`src/rtl/dma_chan_pkg.sv`:
```
package dma_chan_pkg;

  typedef enum logic [1:0] {
    AM_HOLD  = 2'd0,
    AM_INC   = 2'd1,
    AM_DEC   = 2'd2,
    AM_HOLD3 = 2'd3
  } addr_mode_e;

  typedef enum logic [1:0] {
    SEL_SRC  = 2'd0,
    SEL_DST  = 2'd1,
    SEL_CNT  = 2'd2,
    SEL_CTRL = 2'd3
  } reg_sel_e;

  typedef struct packed {
    logic [3:0] win_log2;
    logic       dst_circ;
    logic       src_circ;
    addr_mode_e dst_mode;
    addr_mode_e src_mode;
    logic [1:0] width;
    logic       cont;
    logic       en;
  } chan_cfg_t;

  localparam int CFG_BITS = $bits(chan_cfg_t);
  localparam int DONE_BIT = 16;

  function automatic logic [2:0] step_bytes(input logic [1:0] w);
    case (w)
      2'd0:    step_bytes = 3'd1;
      2'd1:    step_bytes = 3'd2;
      default: step_bytes = 3'd4;
    endcase
  endfunction

  function automatic logic [1:0] size_code(input logic [1:0] w);
    size_code = (w == 2'd3) ? 2'd2 : w;
  endfunction

endpackage

```
`src/rtl/dma_addr_unit.sv`:
```
module dma_addr_unit
  import dma_chan_pkg::*;
#(
  parameter int ADDR_W = 32,
  parameter int WIN_W  = 4
) (
  input  logic              clk,
  input  logic              rst_n,
  input  logic              load,
  input  logic [ADDR_W-1:0] load_val,
  input  logic              fire,
  input  logic              restart,
  input  addr_mode_e        mode,
  input  logic [1:0]        width,
  input  logic              circ,
  input  logic [WIN_W-1:0]  win_log2,
  output logic [ADDR_W-1:0] addr
);

  logic [ADDR_W-1:0] start_q, start_n;
  logic [ADDR_W-1:0] cur_q, cur_n;
  logic [ADDR_W-1:0] step;
  logic [ADDR_W-1:0] raw;
  logic [ADDR_W-1:0] win_mask;
  logic [ADDR_W-1:0] stepped;

  always_comb begin
    step     = ADDR_W'(step_bytes(width));
    win_mask = (ADDR_W'(1) << win_log2) - ADDR_W'(1);
    case (mode)
      AM_INC:  raw = cur_q + step;
      AM_DEC:  raw = cur_q - step;
      default: raw = cur_q;
    endcase
    stepped = circ ? ((cur_q & ~win_mask) | (raw & win_mask)) : raw;
  end

  always_comb begin
    start_n = start_q;
    cur_n   = cur_q;
    if (load) begin
      start_n = load_val;
      cur_n   = load_val;
    end else if (fire) begin
      cur_n = restart ? start_q : stepped;
    end
  end

  always_ff @(posedge clk or negedge rst_n) begin
    if (!rst_n) begin
      start_q <= '0;
      cur_q   <= '0;
    end else begin
      if (load) start_q <= start_n;
      if (load || fire) cur_q <= cur_n;
    end
  end

  assign addr = cur_q;

  // a plain increment moves by the element step
  a_r3_inc_step: assert property (@(posedge clk) disable iff (!rst_n)
    (fire && !load && !restart && !circ && mode == AM_INC)
      |=> addr == $past(addr) + $past(step));

  // circular side keeps the bits above the window
  a_r4_window_kept: assert property (@(posedge clk) disable iff (!rst_n)
    (fire && !load && !restart && circ)
      |=> (addr & ~$past(win_mask)) == ($past(addr) & ~$past(win_mask)));

  // no acceptance and no write, no change
  a_r5_stall_hold: assert property (@(posedge clk) disable iff (!rst_n)
    (!fire && !load) |=> $stable(addr));

  // restart returns to the start value
  a_r7_restart: assert property (@(posedge clk) disable iff (!rst_n)
    (fire && restart && !load) |=> addr == $past(start_q));

  // a write beats a concurrent step
  a_r9_write_wins: assert property (@(posedge clk) disable iff (!rst_n)
    load |=> addr == $past(load_val));

endmodule

```
`src/rtl/dma_count_unit.sv`:
```
module dma_count_unit #(
  parameter int CNT_W = 16
) (
  input  logic             clk,
  input  logic             rst_n,
  input  logic             load,
  input  logic [CNT_W-1:0] load_val,
  input  logic             fire,
  input  logic             cont,
  output logic [CNT_W-1:0] count,
  output logic             is_last
);

  logic [CNT_W-1:0] shadow_q, shadow_n;
  logic [CNT_W-1:0] cnt_q, cnt_n;

  assign is_last = (cnt_q == CNT_W'(1));

  always_comb begin
    shadow_n = shadow_q;
    cnt_n    = cnt_q;
    if (load) begin
      shadow_n = load_val;
      cnt_n    = load_val;
    end else if (fire) begin
      if (is_last && cont) cnt_n = shadow_q;
      else                 cnt_n = cnt_q - CNT_W'(1);
    end
  end

  always_ff @(posedge clk or negedge rst_n) begin
    if (!rst_n) begin
      shadow_q <= '0;
      cnt_q    <= '0;
    end else begin
      if (load) shadow_q <= shadow_n;
      if (load || fire) cnt_q <= cnt_n;
    end
  end

  assign count = cnt_q;

  // one per accepted move
  a_r5_decrement: assert property (@(posedge clk) disable iff (!rst_n)
    (fire && !load && count > CNT_W'(1)) |=> count == $past(count) - CNT_W'(1));

  // held while not accepted
  a_r5_count_stall: assert property (@(posedge clk) disable iff (!rst_n)
    (!fire && !load) |=> $stable(count));

  // single mode ends at zero
  a_r6_single_zero: assert property (@(posedge clk) disable iff (!rst_n)
    (fire && !load && is_last && !cont) |=> count == '0);

  // continuous mode reloads
  a_r7_reload: assert property (@(posedge clk) disable iff (!rst_n)
    (fire && !load && is_last && cont) |=> count == $past(shadow_q));

endmodule

```
`src/rtl/dma_ctrl_regs.sv`:
```
module dma_ctrl_regs
  import dma_chan_pkg::*;
(
  input  logic                clk,
  input  logic                rst_n,
  input  logic                wr_en,
  input  logic [CFG_BITS-1:0] wr_fields,
  input  logic                wr_clr_done,
  input  logic                last_move,
  output chan_cfg_t           cfg,
  output logic                done
);

  chan_cfg_t cfg_q, cfg_n;
  logic      done_q, done_n;

  always_comb begin
    cfg_n  = cfg_q;
    done_n = done_q;
    if (wr_en) begin
      cfg_n = chan_cfg_t'(wr_fields);
      if (wr_clr_done) done_n = 1'b0;
    end
    if (last_move) begin
      done_n = 1'b1;
      if (!cfg_q.cont) cfg_n.en = 1'b0;
    end
  end

  always_ff @(posedge clk or negedge rst_n) begin
    if (!rst_n) begin
      cfg_q  <= '0;
      done_q <= 1'b0;
    end else begin
      if (wr_en || last_move) begin
        cfg_q  <= cfg_n;
        done_q <= done_n;
      end
    end
  end

  assign cfg  = cfg_q;
  assign done = done_q;

  // completion sets the flag even against a clear
  a_r8_done_set: assert property (@(posedge clk) disable iff (!rst_n)
    last_move |=> done);

  // only a W1C write clears the flag
  a_r8_done_clear: assert property (@(posedge clk) disable iff (!rst_n)
    ($past(done) && !done) |-> $past(wr_en && wr_clr_done));

  // single mode switches the channel off
  a_r6_disable: assert property (@(posedge clk) disable iff (!rst_n)
    (last_move && !cfg.cont) |=> !cfg.en);

  // continuous mode stays on unless rewritten
  a_r7_stay_on: assert property (@(posedge clk) disable iff (!rst_n)
    (last_move && cfg.cont && cfg.en && !wr_en) |=> cfg.en);

endmodule

```
`src/rtl/dma_chan_engine.sv`:
```
module dma_chan_engine
  import dma_chan_pkg::*;
#(
  parameter int ADDR_W = 32,
  parameter int CNT_W  = 16,
  parameter int WIN_W  = 4
) (
  input  logic              clk,
  input  logic              rst_n,
  input  logic              cfg_we,
  input  logic [1:0]        cfg_sel,
  input  logic [31:0]       cfg_wdata,
  output logic              mv_valid,
  input  logic              mv_ready,
  output logic [ADDR_W-1:0] mv_rd_addr,
  output logic [ADDR_W-1:0] mv_wr_addr,
  output logic [1:0]        mv_size,
  output logic [CNT_W-1:0]  cnt_rd,
  output logic [31:0]       ctrl_rd
);

  localparam int PAD_W = DONE_BIT - CFG_BITS;

  logic       rst_s1, rst_sync_n;
  logic       wdata_unused;
  logic       wr_src, wr_dst, wr_cnt, wr_ctrl;
  logic       fire, cnt_last, last_move, restart;
  chan_cfg_t  cfg;
  logic       done;

  always_ff @(posedge clk or negedge rst_n) begin
    if (!rst_n) begin
      rst_s1     <= 1'b0;
      rst_sync_n <= 1'b0;
    end else begin
      rst_s1     <= 1'b1;
      rst_sync_n <= rst_s1;
    end
  end

  assign wdata_unused = ^cfg_wdata;

  always_comb begin
    wr_src  = cfg_we && (reg_sel_e'(cfg_sel) == SEL_SRC);
    wr_dst  = cfg_we && (reg_sel_e'(cfg_sel) == SEL_DST);
    wr_cnt  = cfg_we && (reg_sel_e'(cfg_sel) == SEL_CNT);
    wr_ctrl = cfg_we && (reg_sel_e'(cfg_sel) == SEL_CTRL);
  end

  assign mv_valid  = cfg.en && (cnt_rd != '0);
  assign fire      = mv_valid && mv_ready;
  assign last_move = fire && cnt_last;
  assign restart   = last_move && cfg.cont;
  assign mv_size   = size_code(cfg.width);

  dma_ctrl_regs u_ctrl (
    .clk         (clk),
    .rst_n       (rst_sync_n),
    .wr_en       (wr_ctrl),
    .wr_fields   (cfg_wdata[CFG_BITS-1:0]),
    .wr_clr_done (cfg_wdata[DONE_BIT]),
    .last_move   (last_move),
    .cfg         (cfg),
    .done        (done)
  );

  dma_count_unit #(.CNT_W(CNT_W)) u_count (
    .clk      (clk),
    .rst_n    (rst_sync_n),
    .load     (wr_cnt),
    .load_val (cfg_wdata[CNT_W-1:0]),
    .fire     (fire),
    .cont     (cfg.cont),
    .count    (cnt_rd),
    .is_last  (cnt_last)
  );

  for (genvar side = 0; side < 2; side++) begin : g_side
    logic              s_load;
    addr_mode_e        s_mode;
    logic              s_circ;
    logic [ADDR_W-1:0] s_addr;
    if (side == 0) begin : g_src
      assign s_load     = wr_src;
      assign s_mode     = cfg.src_mode;
      assign s_circ     = cfg.src_circ;
      assign mv_rd_addr = s_addr;
    end else begin : g_dst
      assign s_load     = wr_dst;
      assign s_mode     = cfg.dst_mode;
      assign s_circ     = cfg.dst_circ;
      assign mv_wr_addr = s_addr;
    end
    dma_addr_unit #(.ADDR_W(ADDR_W), .WIN_W(WIN_W)) u_addr (
      .clk      (clk),
      .rst_n    (rst_sync_n),
      .load     (s_load),
      .load_val (cfg_wdata[ADDR_W-1:0]),
      .fire     (fire),
      .restart  (restart),
      .mode     (s_mode),
      .width    (cfg.width),
      .circ     (s_circ),
      .win_log2 (cfg.win_log2),
      .addr     (s_addr)
    );
  end

  assign ctrl_rd = {{(32-DONE_BIT-1){1'b0}}, done, {PAD_W{1'b0}}, cfg};

  // a move is never offered with nothing left to move
  a_r2_no_empty_offer: assert property (@(posedge clk) disable iff (!rst_sync_n)
    mv_valid |-> (cnt_rd != '0 && ctrl_rd[0]));

  // after a single-mode finish nothing is offered
  a_r6_quiet: assert property (@(posedge clk) disable iff (!rst_sync_n)
    (last_move && !cfg.cont && !cfg_we) |=> !mv_valid);

endmodule

```
`config.mk`:
```
export PLATFORM = sky130hd
export DESIGN_NAME = dma_chan_engine
export DESIGN_NICKNAME = d
export VERILOG_FILES = /design/src/rtl/dma_chan_pkg.sv /design/src/rtl/dma_addr_unit.sv /design/src/rtl/dma_count_unit.sv /design/src/rtl/dma_ctrl_regs.sv /design/src/rtl/dma_chan_engine.sv
export SDC_FILE = /design/constraint.sdc
export NUM_CORES = 1
export LEC_CHECK = 0
export ABC_CLOCK_PERIOD_IN_PS = 7300
export BUFFER_PORTS_ARGS = -buffer_cell sky130_fd_sc_hd__buf_4
export CAP_MARGIN = 20
export CORE_MARGIN = 4
export CORE_UTILIZATION = 45
export CTS_BUF_LIST = sky130_fd_sc_hd__clkbuf_4 sky130_fd_sc_hd__clkbuf_8 sky130_fd_sc_hd__clkbuf_16
export CTS_CLUSTER_SIZE = 12
export DETAILED_ROUTE_END_ITERATION = 10
export SLEW_MARGIN = 20
export SYNTH_ARGS = -nofsm -noshare
export SYNTH_HDL_FRONTEND = slang
export SYNTH_HIERARCHICAL = 1
export SYNTH_SLANG_ARGS = --single-unit
```
`constraint.sdc`:
```
create_clock -name clk -period 7.3 [get_ports clk]
set_input_delay 1.46 -clock clk [delete_from_list [all_inputs] [get_ports clk]]
set_output_delay 1.46 -clock clk [all_outputs]
set_load 0.05 [all_outputs]
```
==> impl_metrics.tcl <==
set metrics [dict create \
    outcome "finished, final reports clean" \
    critPathMaxFanout 24 \
    stdcell_area_um2 14630 \
    skew_ps 13.73 \
    dp.cells 1889 \
    grt-ovfl-total 0 \
    preCtsSetupSlack_ps 3118 \
    placed_area_um2 14080 \
    clock_latency_ps 430 \
    cts_resized 0 \
    holdWs_ps 359.0 \
    drive_gt1_share_pct 21.01 \
    synth-seq-area-share_pct 34.52 \
    crit_arrival_ps 4640 \
    power_leakage_nw 6.318 \
    end_kind "flop" \
    cts_tree "built" \
    reg2reg_setup_slack_ps 2980 \
    timing.final.ws_setup_ps 2978 \
    hold_start "rst_s1" \
    p_int_mw 3.216 \
    swShare_pct 50.89 \
    wl_per_cell_um 19.31 \
    synth_edf_count 0 \
    post-route-drc-count 0 \
    initial_core_util_pct 45.93 \
    total_power_mw 6.549 \
    ys_ff_latch 177 \
    die-area_um2 31280 \
    cts_root_buf "clkbuf_16" \
    synth-async-reset-ratio_pct 100.0 \
    r2r-start "u_count/count[4]" \
    antenna_found_initial 0 \
    grt_max_degree 71 \
    io_pins 153 \
    max-cap-violations 0 \
    hold_class "flop to flop" \
    gp_congestion 0.9272 \
    netlist_top_cells_count "dfrtp_1 (177), nand2_1 (151), a21oi_1 (122)" \
    irDropWorstVdd_mv 0.2552 \
    min_path_cells 0 \
    netlist_area_um2 12830 \
    antennaDiodeCount 0 \
    utilization_pct 52.39 \
    ys.flop_type "dfrtp_1" \
    cts_hold_buf 0 \
    fin_crit_sh_pct 59.20 \
    power.density_nw_per_um2 447.5 \
    min_to "rst_sync_n" \
    drt_pass1_iterations 5 \
    instances_no_fill 1920 \
    grt_pass1_vias 10970 \
    pwr-share-seq_pct 25.5 \
    clk_pin_slew_ps 70 \
    h-tree-depth 4 \
    synth.distinct_cells 91 \
    hold_violations 0 \
    yosys-top-cells-area "dfrtp_1 (35%), mux2_2 (7.9%), ha_1 (7.0%)" \
    worst_pin_slew_ps 880.7 \
    syn_inst 1434 \
    clockBufferDepth 2 \
    cts_post_setup_buffers_inserted 0 \
    grt_pass1_wl_mm 59.53 \
    setup_viol 0 \
    critPathLaunchType "flop" \
    rsz0062_at_grt "no" \
    slew_violations 0 \
    postSynthAreaPerCell_um2 8.947 \
    viasPerCell 5.863 \
    fin_crit_ps 4322 \
    clockPowerShare_pct 13.3 \
    crit_type "flop to flop" \
    synth.largest_area_cell "dfrtp_1" \
    wl_mm 37.08 \
    synth_most_common_cell "dfrtp_1" \
    max_freq_ghz 0.2314 \
    core_area_um2 27930 \
    io_buffers 135 \
    yosysWarnings 6 \
    ant_nets 0 \
    slew_headroom_pct 41.29 \
    synth_top_area_share_pct 34.52 \
    nNetsFinal 1642 \
    vias 11260 \
    final.setup.tns_ps 0 \
    globalRouteTotalUtil_pct 23.53 \
    clock_sinks 177 \
    worstPathRequired_ps 7610 \
    combPwrFrac_pct 61.2 \
    dp_hpwl_mm 27.73 \
    chipWidth_um 176.9 \
    syn_to_final_growth_pct 14.06 \
    drtIter0Drc 656 \
    rr_worst_depth 15 \
    switchingPower_mw 3.333 \
    rows 61 \
    dieHeight_um 176.9 \
    numCtsBuffers 17 \
]
==> layout make-up <==
cell class / count / area, um^2
Clock buffer: 19 / 452.9
Clock inverter: 12 / 98.84
Fill cell: 2670 / 13300
Inverter: 38 / 142.6
Multi-Input combinational cell: 1140 / 7863
Sequential cell: 177 / 4433
Tap cell: 378 / 473.0
Timing Repair Buffer: 156 / 1171
==> how the worst max path moves through the flow <==
stage	start	to	cells after the start
final	u_count/count[4]	flop	15
after global routing	u_count/count[4]	flop	15
after CTS	u_count/count[4]	flop	15
after detailed placement	cfg_sel[1]	flop	12
after global placement	cfg_sel[1]	flop	12
after floorplan	rst_sync_n	asynchronous set/reset pin	0
==> critical path, cell delays in order (launching register included) <==
cell      delay (ps)
dfrtp_1          480
nor4_4           500
nand4_1          310
nor3b_1          350
nand4_1          140
a41oi_1          200
buf_4            270
nor2_1            70
buf_4            230
and2_1           300
and2_1           240
nor3_1           250
a21boi_0         430
and3_1           250
a311o_1          140
nor2_1            50
==> cells by family (layout without fill, tap and decap cells) <==
logic type,after synthesis,in the layout,share of synthesized area (%)
DFF,177,177,34.52
xor gates and xnor gates,67,67,4.574
buffers and inverters,133,225,4.749
AOI/OAI and AO/OA,447,447,23.07
muxes,107,107,9.460
other,2,18,0.05854
and+or+nand+nor,427,427,16.23
adders and majority gates,74,74,7.334
==> metal layers <==
| metal | GRT usage, % | vias to the layer above | wire [um] |
|---|---|---|---|
| li1 | - | 5455 | - |
| met1 | 32.53 | 5449 | 16950 |
| met2 | 39.05 | 302 | 17750 |
| met3 | 3.375 | 50 | 1648 |
| met4 | 5.899 | 0 | 723 |
| met5 | 0 | - | 0 |
==> cells in the final DEF, fill, tap and decap left out, drive strengths merged, types with 6 or more instances in the layout <==
master,instances
a211o,6
a211oi,7
a21boi,6
a21o,27
a21oi,123
a221o,7
a221oi,7
a22oi,16
a31oi,33
a41oi,8
and2,13
and3,10
buf,156
clkbuf,19
conb,18
dfrtp,177
ha,72
inv,44
mux2,96
mux2i,11
nand2,151
nand2b,12
nand3,62
nand4,13
nor2,87
nor2b,13
nor3,22
nor3b,6
nor4,10
o2111ai,9
o211ai,33
o21a,13
o21ai,95
o21bai,11
o22ai,10
or2,9
or3,7
xnor2,35
xor2,32
==> power groups by stage <==
stage          Combinational, mW  Clock [mW]  Sequential (mW)
2_1_floorplan               2.29           0             2.32
3_3_place_gp                3.97           0             1.69
3_5_place_dp                4.00           0             1.70
4_1_cts                     4.02       0.892             1.68
5_1_grt                     4.39       0.941             1.72
6_report                    4.00       0.871             1.67
(Power assumes the default switching activity.)
